<file path="src/rtl/wbuf_pkg.sv">
package wbuf_pkg;
  // read-miss handling phases
  typedef enum logic [1:0] {
    RS_IDLE  = 2'd0,  // free; reads and stores may be taken
    RS_HOLD  = 2'd1,  // miss waiting for the queue to empty
    RS_ISSUE = 2'd2,  // read presented on the memory port
    RS_WAIT  = 2'd3   // read accepted by memory, awaiting data
  } rd_state_e;
endpackage

</file>
<file path="src/rtl/wbuf_store.sv">
module wbuf_store #(
  parameter int AW    = 16,
  parameter int DW    = 32,
  parameter int DEPTH = 4,
  localparam int PTR_W = $clog2(DEPTH),
  localparam int CNT_W = PTR_W + 1
) (
  input  logic                          clk,
  input  logic                          rst,
  input  logic                          enq,
  input  logic [AW-1:0]                 enq_addr,
  input  logic [DW-1:0]                 enq_data,
  input  logic                          deq,
  output logic [PTR_W-1:0]              head_ptr,
  output logic [CNT_W-1:0]              count,
  output logic [DEPTH-1:0][AW-1:0]      slot_addr,
  output logic [DEPTH-1:0][DW-1:0]      slot_data
);
  logic [PTR_W-1:0] wp, rp;
  logic [CNT_W-1:0] cnt;

  // entry storage, written without reset
  always_ff @(posedge clk) begin
    if (enq) begin
      slot_addr[wp] <= enq_addr;
      slot_data[wp] <= enq_data;
    end
  end

  always_ff @(posedge clk) begin
    if (rst) begin
      wp  <= '0;
      rp  <= '0;
      cnt <= '0;
    end else begin
      if (enq) wp <= wp + 1'b1;
      if (deq) rp <= rp + 1'b1;
      case ({enq, deq})
        2'b10:   cnt <= cnt + 1'b1;
        2'b01:   cnt <= cnt - 1'b1;
        default: cnt <= cnt;
      endcase
    end
  end

  assign head_ptr = rp;
  assign count    = cnt;
endmodule

</file>
<file path="src/rtl/wbuf_match.sv">
module wbuf_match #(
  parameter int AW    = 16,
  parameter int DW    = 32,
  parameter int DEPTH = 4,
  localparam int PTR_W = $clog2(DEPTH),
  localparam int CNT_W = PTR_W + 1
) (
  input  logic [DEPTH-1:0][AW-1:0] slot_addr,
  input  logic [DEPTH-1:0][DW-1:0] slot_data,
  input  logic [PTR_W-1:0]         head_ptr,
  input  logic [CNT_W-1:0]         count,
  input  logic [AW-1:0]            q_addr,
  output logic                     hit,
  output logic [DW-1:0]            hit_data
);
  // per-slot equality and liveness, one comparator per slot
  logic [DEPTH-1:0] eq_vec;
  logic [DEPTH-1:0] live_vec;

  for (genvar g = 0; g < DEPTH; g++) begin : g_slot
    logic [PTR_W-1:0] age;
    assign age         = PTR_W'(g) - head_ptr;
    assign live_vec[g] = ({1'b0, age} < count);
    assign eq_vec[g]   = (slot_addr[g] == q_addr);
  end

  // walk from oldest to youngest so the youngest match is left standing
  logic [PTR_W-1:0] idx;
  always_comb begin
    hit      = 1'b0;
    hit_data = '0;
    idx      = '0;
    for (int k = 0; k < DEPTH; k++) begin
      idx = head_ptr + PTR_W'(k);
      if (live_vec[idx] && eq_vec[idx]) begin
        hit      = 1'b1;
        hit_data = slot_data[idx];
      end
    end
  end
endmodule

</file>
<file path="src/rtl/wbuf_ctrl.sv">
module wbuf_ctrl
  import wbuf_pkg::*;
#(
  parameter int AW         = 16,
  parameter int DW         = 32,
  parameter bit WAIT_EMPTY = 1'b0
) (
  input  logic          clk,
  input  logic          rst,
  input  logic          rd_req_valid,
  input  logic [AW-1:0] rd_addr,
  input  logic          hit,
  input  logic [DW-1:0] hit_data,
  input  logic          q_empty,
  input  logic          mem_req_ready,
  input  logic          mem_resp_valid,
  input  logic [DW-1:0] mem_resp_data,
  output rd_state_e     state,
  output logic [AW-1:0] miss_addr,
  output logic          resp_valid,
  output logic [DW-1:0] resp_data
);
  rd_state_e st;

  always_ff @(posedge clk) begin
    if (rst) begin
      st         <= RS_IDLE;
      miss_addr  <= '0;
      resp_valid <= 1'b0;
      resp_data  <= '0;
    end else begin
      resp_valid <= 1'b0;
      unique case (st)
        RS_IDLE: begin
          if (rd_req_valid) begin
            if (hit) begin
              resp_valid <= 1'b1;
              resp_data  <= hit_data;
            end else begin
              miss_addr <= rd_addr;
              st        <= WAIT_EMPTY ? RS_HOLD : RS_ISSUE;
            end
          end
        end
        RS_HOLD:  if (q_empty) st <= RS_ISSUE;
        RS_ISSUE: if (mem_req_ready) st <= RS_WAIT;
        RS_WAIT: begin
          if (mem_resp_valid) begin
            resp_valid <= 1'b1;
            resp_data  <= mem_resp_data;
            st         <= RS_IDLE;
          end
        end
        default: st <= RS_IDLE;
      endcase
    end
  end

  assign state = st;
endmodule

</file>
<file path="src/rtl/wbuf_bypass.sv">
module wbuf_bypass
  import wbuf_pkg::*;
#(
  parameter int AW         = 16,
  parameter int DW         = 32,
  parameter int DEPTH      = 4,
  parameter bit WAIT_EMPTY = 1'b0
) (
  input  logic          clk,
  input  logic          rst,
  input  logic          wr_valid,
  output logic          wr_ready,
  input  logic [AW-1:0] wr_addr,
  input  logic [DW-1:0] wr_data,
  input  logic          rd_req_valid,
  output logic          rd_req_ready,
  input  logic [AW-1:0] rd_addr,
  output logic          rd_resp_valid,
  output logic [DW-1:0] rd_resp_data,
  output logic          mem_req_valid,
  input  logic          mem_req_ready,
  output logic          mem_req_write,
  output logic [AW-1:0] mem_req_addr,
  output logic [DW-1:0] mem_req_data,
  input  logic          mem_resp_valid,
  input  logic [DW-1:0] mem_resp_data
);
  localparam int PTR_W = $clog2(DEPTH);
  localparam int CNT_W = PTR_W + 1;

  logic [PTR_W-1:0]         head_ptr;
  logic [CNT_W-1:0]         occ;
  logic [DEPTH-1:0][AW-1:0] slot_addr;
  logic [DEPTH-1:0][DW-1:0] slot_data;
  logic                     rd_hit;
  logic [DW-1:0]            rd_hit_data;
  rd_state_e                st;
  logic [AW-1:0]            miss_addr;
  logic                     q_empty, q_full, rd_out, enq, deq;

  assign q_empty = (occ == '0);
  assign q_full  = (occ == CNT_W'(DEPTH));
  assign rd_out  = (st == RS_ISSUE);

  assign rd_req_ready = (st == RS_IDLE);
  assign wr_ready     = (st == RS_IDLE) && !q_full && !rd_req_valid;
  assign enq          = wr_valid && wr_ready;
  assign deq          = !rd_out && !q_empty && mem_req_ready;

  assign mem_req_valid = rd_out || !q_empty;
  assign mem_req_write = !rd_out;
  assign mem_req_addr  = rd_out ? miss_addr : slot_addr[head_ptr];
  assign mem_req_data  = slot_data[head_ptr];

  wbuf_store #(.AW(AW), .DW(DW), .DEPTH(DEPTH)) u_store (
    .clk(clk), .rst(rst),
    .enq(enq), .enq_addr(wr_addr), .enq_data(wr_data),
    .deq(deq),
    .head_ptr(head_ptr), .count(occ),
    .slot_addr(slot_addr), .slot_data(slot_data)
  );

  wbuf_match #(.AW(AW), .DW(DW), .DEPTH(DEPTH)) u_match (
    .slot_addr(slot_addr), .slot_data(slot_data),
    .head_ptr(head_ptr), .count(occ),
    .q_addr(rd_addr),
    .hit(rd_hit), .hit_data(rd_hit_data)
  );

  wbuf_ctrl #(.AW(AW), .DW(DW), .WAIT_EMPTY(WAIT_EMPTY)) u_ctrl (
    .clk(clk), .rst(rst),
    .rd_req_valid(rd_req_valid), .rd_addr(rd_addr),
    .hit(rd_hit), .hit_data(rd_hit_data),
    .q_empty(q_empty),
    .mem_req_ready(mem_req_ready),
    .mem_resp_valid(mem_resp_valid), .mem_resp_data(mem_resp_data),
    .state(st), .miss_addr(miss_addr),
    .resp_valid(rd_resp_valid), .resp_data(rd_resp_data)
  );
endmodule

</file>
<file path="config.mk">
export PLATFORM = sky130hd
export DESIGN_NAME = wbuf_bypass
export DESIGN_NICKNAME = d
export VERILOG_FILES = /design/src/rtl/wbuf_pkg.sv /design/src/rtl/wbuf_store.sv /design/src/rtl/wbuf_match.sv /design/src/rtl/wbuf_ctrl.sv /design/src/rtl/wbuf_bypass.sv
export SDC_FILE = /design/constraint.sdc
export NUM_CORES = 1
export LEC_CHECK = 0
export ABC_AREA = 1
export CAP_MARGIN = 20
export CELL_PAD_IN_SITES_DETAIL_PLACEMENT = 0
export CELL_PAD_IN_SITES_GLOBAL_PLACEMENT = 1
export CORE_UTILIZATION = 50
export CTS_BUF_LIST = sky130_fd_sc_hd__clkbuf_8
export DETAILED_ROUTE_END_ITERATION = 12
export DONT_BUFFER_PORTS = 1
export PLACE_DENSITY = 0.84
export SYNTH_ARGS = -nofsm -noshare
export SYNTH_HDL_FRONTEND = slang
export SYNTH_SLANG_ARGS = --single-unit
</file>
<file path="constraint.sdc">
create_clock -name clk -period 5.1 [get_ports clk]
set_input_delay 1.02 -clock clk [delete_from_list [all_inputs] [get_ports clk]]
set_output_delay 1.02 -clock clk [all_outputs]
set_load 0.02 [all_outputs]
</file>
==> results.tsv <==
metric	value	unit
status	finished, final reports clean	
Cell Int Power	4650	µW
Overflow after GRT	0	
initial antenna violation count	0	
final net count	1876	
clock transition at the registers of the reported paths	60	ps
Final Slew Violations	0	
Final Hold Fails	0	
GRT Total Usage	25.4	%
Worst Slack Setup Final	1040	ps
initial DRC count	858	
Setup CP Type	reg -> out	
CTS Hold Buffers Added	0	
DR pass1 iterations	5	
syn nets	1925	
largest net degree at the start of global routing	130	
MaxCap Viol Count	0	
Die Y	173	µm
mux cell area share after synthesis	4.39	%
Slew headroom	28.9	%
worst slew pin tran	1060	ps
Syn Area/Cell	8.07	µm²
Required @ worst endpoint	4080	ps
worst hold slack	507	ps
post-DR wirelength/cell	17.5	µm
commonest non-fill, non-tap cell in the layout	nand2_1	
Worst VDD drop	0.345	mV
sequential element share of the synthesized area	47.5	%
synth warn	0	
antenna fix cells	0	
startpoint types	flip-flop	
RSZ-0062 raised after global routing	false	
clock period minus worst slack	4060	ps
crit-path max FO	69	
upper clock frequency limit	246	MHz
synth unique cells	41	
crit path DAT	3040	ps
Core ar.	28700	µm²
Post-Synth Adder-Cell Area	1.34	%
Place WS	1300	ps
post-DR vias/cell	5.38	
Mapped Cells	1808	
Die Width	173	µm
RD Place Congestion	0.843	
power density over cell area	529	nW/µm²
final wirelength	38.1	mm
register share of total power	32.4	%
clk buf depth	3	
DP Wirelength	24.6	mm
Final TNS setup	0	ps
clk_lat worst skew	550	ps
Num CTS Buffers	44	
Leak	0.00609	µW
# fillers	2707	
vias in the first global route	11200	
Mapped Area	14600	µm²
Antenna Nets Post-Route	0	
clock root buffer	clkbuf_8	
full die area	29900	µm²
drc violations	0	
Site Rows	62	
CTS tree	done	
fin crit share	79.6	%
# IOs	187	
CTS H-Tree Depth	2	
final std cells w/o fill	2175	
global-route wire length before repair	59.9	mm
Clock Sinks	250	
r2r setup slk	1290	ps
Compound-Gate Fraction of Synth Area	14.1	%
worst min path class	reg -> reg	
DR vias	11700	
Crit. End Element	output pin	
CTS resizes	0	
setup repair bufs after CTS	0	
I/O Buffers	0	
Initial Utilization	50.8	%
share of post-route cells with drive strength above 1	7.48	%
Layout area overhead	7.57	%
Comb power frac	43.2	%
Yosys reg bits	250	
Worst Clk Skew	25.4	ps
Post-Synth Simple-Gate Area	20.3	%
Net Switching	3650	µW
clock power share	24.4	%
sw frac	43.9	%
# setup viols final	0	
commonest non-fill, non-tap cells in the layout	nand2_1, o21ai_0, inv_1, edfxtp_1, nor2_1	
main combinational cell family by area after synthesis	simple AND/OR/NAND/NOR gates	
Post-Synth XOR/XNOR Area	2.88	%
Placed Cells	2094	
## cells in the mapped netlist, drive strengths merged
cell type    n  area share, %
edfxtp     192             40
nor2       126            3.4
a22oi       15           0.77
a211oi       2           0.10
or2          1          0.043
ha          14            1.2
buf         74            3.0
a31oi        3           0.13
nor3         7           0.24
mux2i       64            4.4
o21bai       2           0.13
nand2      476             12
xnor2       32            1.9
nand4        4           0.27
a21oi       57            2.2
clkbuf      44            1.1
nand3      110            3.9
inv        208            5.4
clkinv       1          0.026
o21ai      286            9.9
dfxtp       58            8.0
xor2        16           0.96
fa           1           0.14
a41oi       15           0.90
## sequential cells by signal, indices dropped and copies added (netlist names)
name               count
u_ctrl.miss_addr      16
u_ctrl.resp_data      32
u_ctrl.resp_valid      1
u_ctrl.state           2
u_store.count          3
u_store.head_ptr       2
u_store.slot_addr     64
u_store.slot_data    128
u_store.wp             2
## layout make-up
class	instances	area, µm²	area share [%]
clock buffers	46	633	4.03
flip-flops and latches	250	6930	44.2
repair buffers	23	239	1.52
inverters	209	790	5.03
multi-input cells	1231	6310	40.2
well taps	384	480	3.06
clock inverters	32	318	2.02
## power groups by stage
stage	logic, µW	clock network (µW)	registers, µW
global placement	3530	0	2720
finish	3590	2020	2690
floorplan	2900	0	2680
global route	4050	2140	2710
CTS	3580	2060	2690
detailed placement	3570	0	2730
## routing by layer
layer  share of wire, %  GRT usage [%]  vias up  wire, µm
met4                2.4           8.44        0       908
met1                 43           32.0     5366     16500
li1                   -              -     5880         -
met5                  0              0        -         0
met2                 47           43.2      376     18000
met3                7.2           5.78       72      2740
## final timing paths
path,start,endpoint,cells past startpoint
worst max register to register,u_store.head_ptr[1],u_ctrl.resp_data[0],18
worst min register to register,u_ctrl.miss_addr[13],u_ctrl.miss_addr[13],2
worst max-delay path,u_store.head_ptr[1],mem_req_addr[1],5
worst min-delay path,u_ctrl.miss_addr[13],u_ctrl.miss_addr[13],2
## cell families after synthesis
group / Yosys count
AND/OR/NAND/NOR: 724
buffers and inverters: 327
flip-flops: 250
adder cells (fa/ha/maj): 15
AO/OA/AOI/OAI: 380
XOR/XNOR: 48
multiplexers: 64
## stage by stage
stage	cell area, µm²	total power (µW)	utilization, %
final	15700	8300	54.7
after global routing	15700	8910	54.7
after CTS	15700	8330	54.6
after detailed placement	14700	6300	51.2
after global placement	14700	6250	51.2
after floorplan	14600	5580	-
## worst max-delay path, stage by stage (launching register included)
cell and delay, ps:
dfxtp_2 330, buf_4 570, nand2_1 210, inv_1 580, a22oi_1 200, a41oi_1 590
Note: power is estimated with default switching activity, not from simulation.
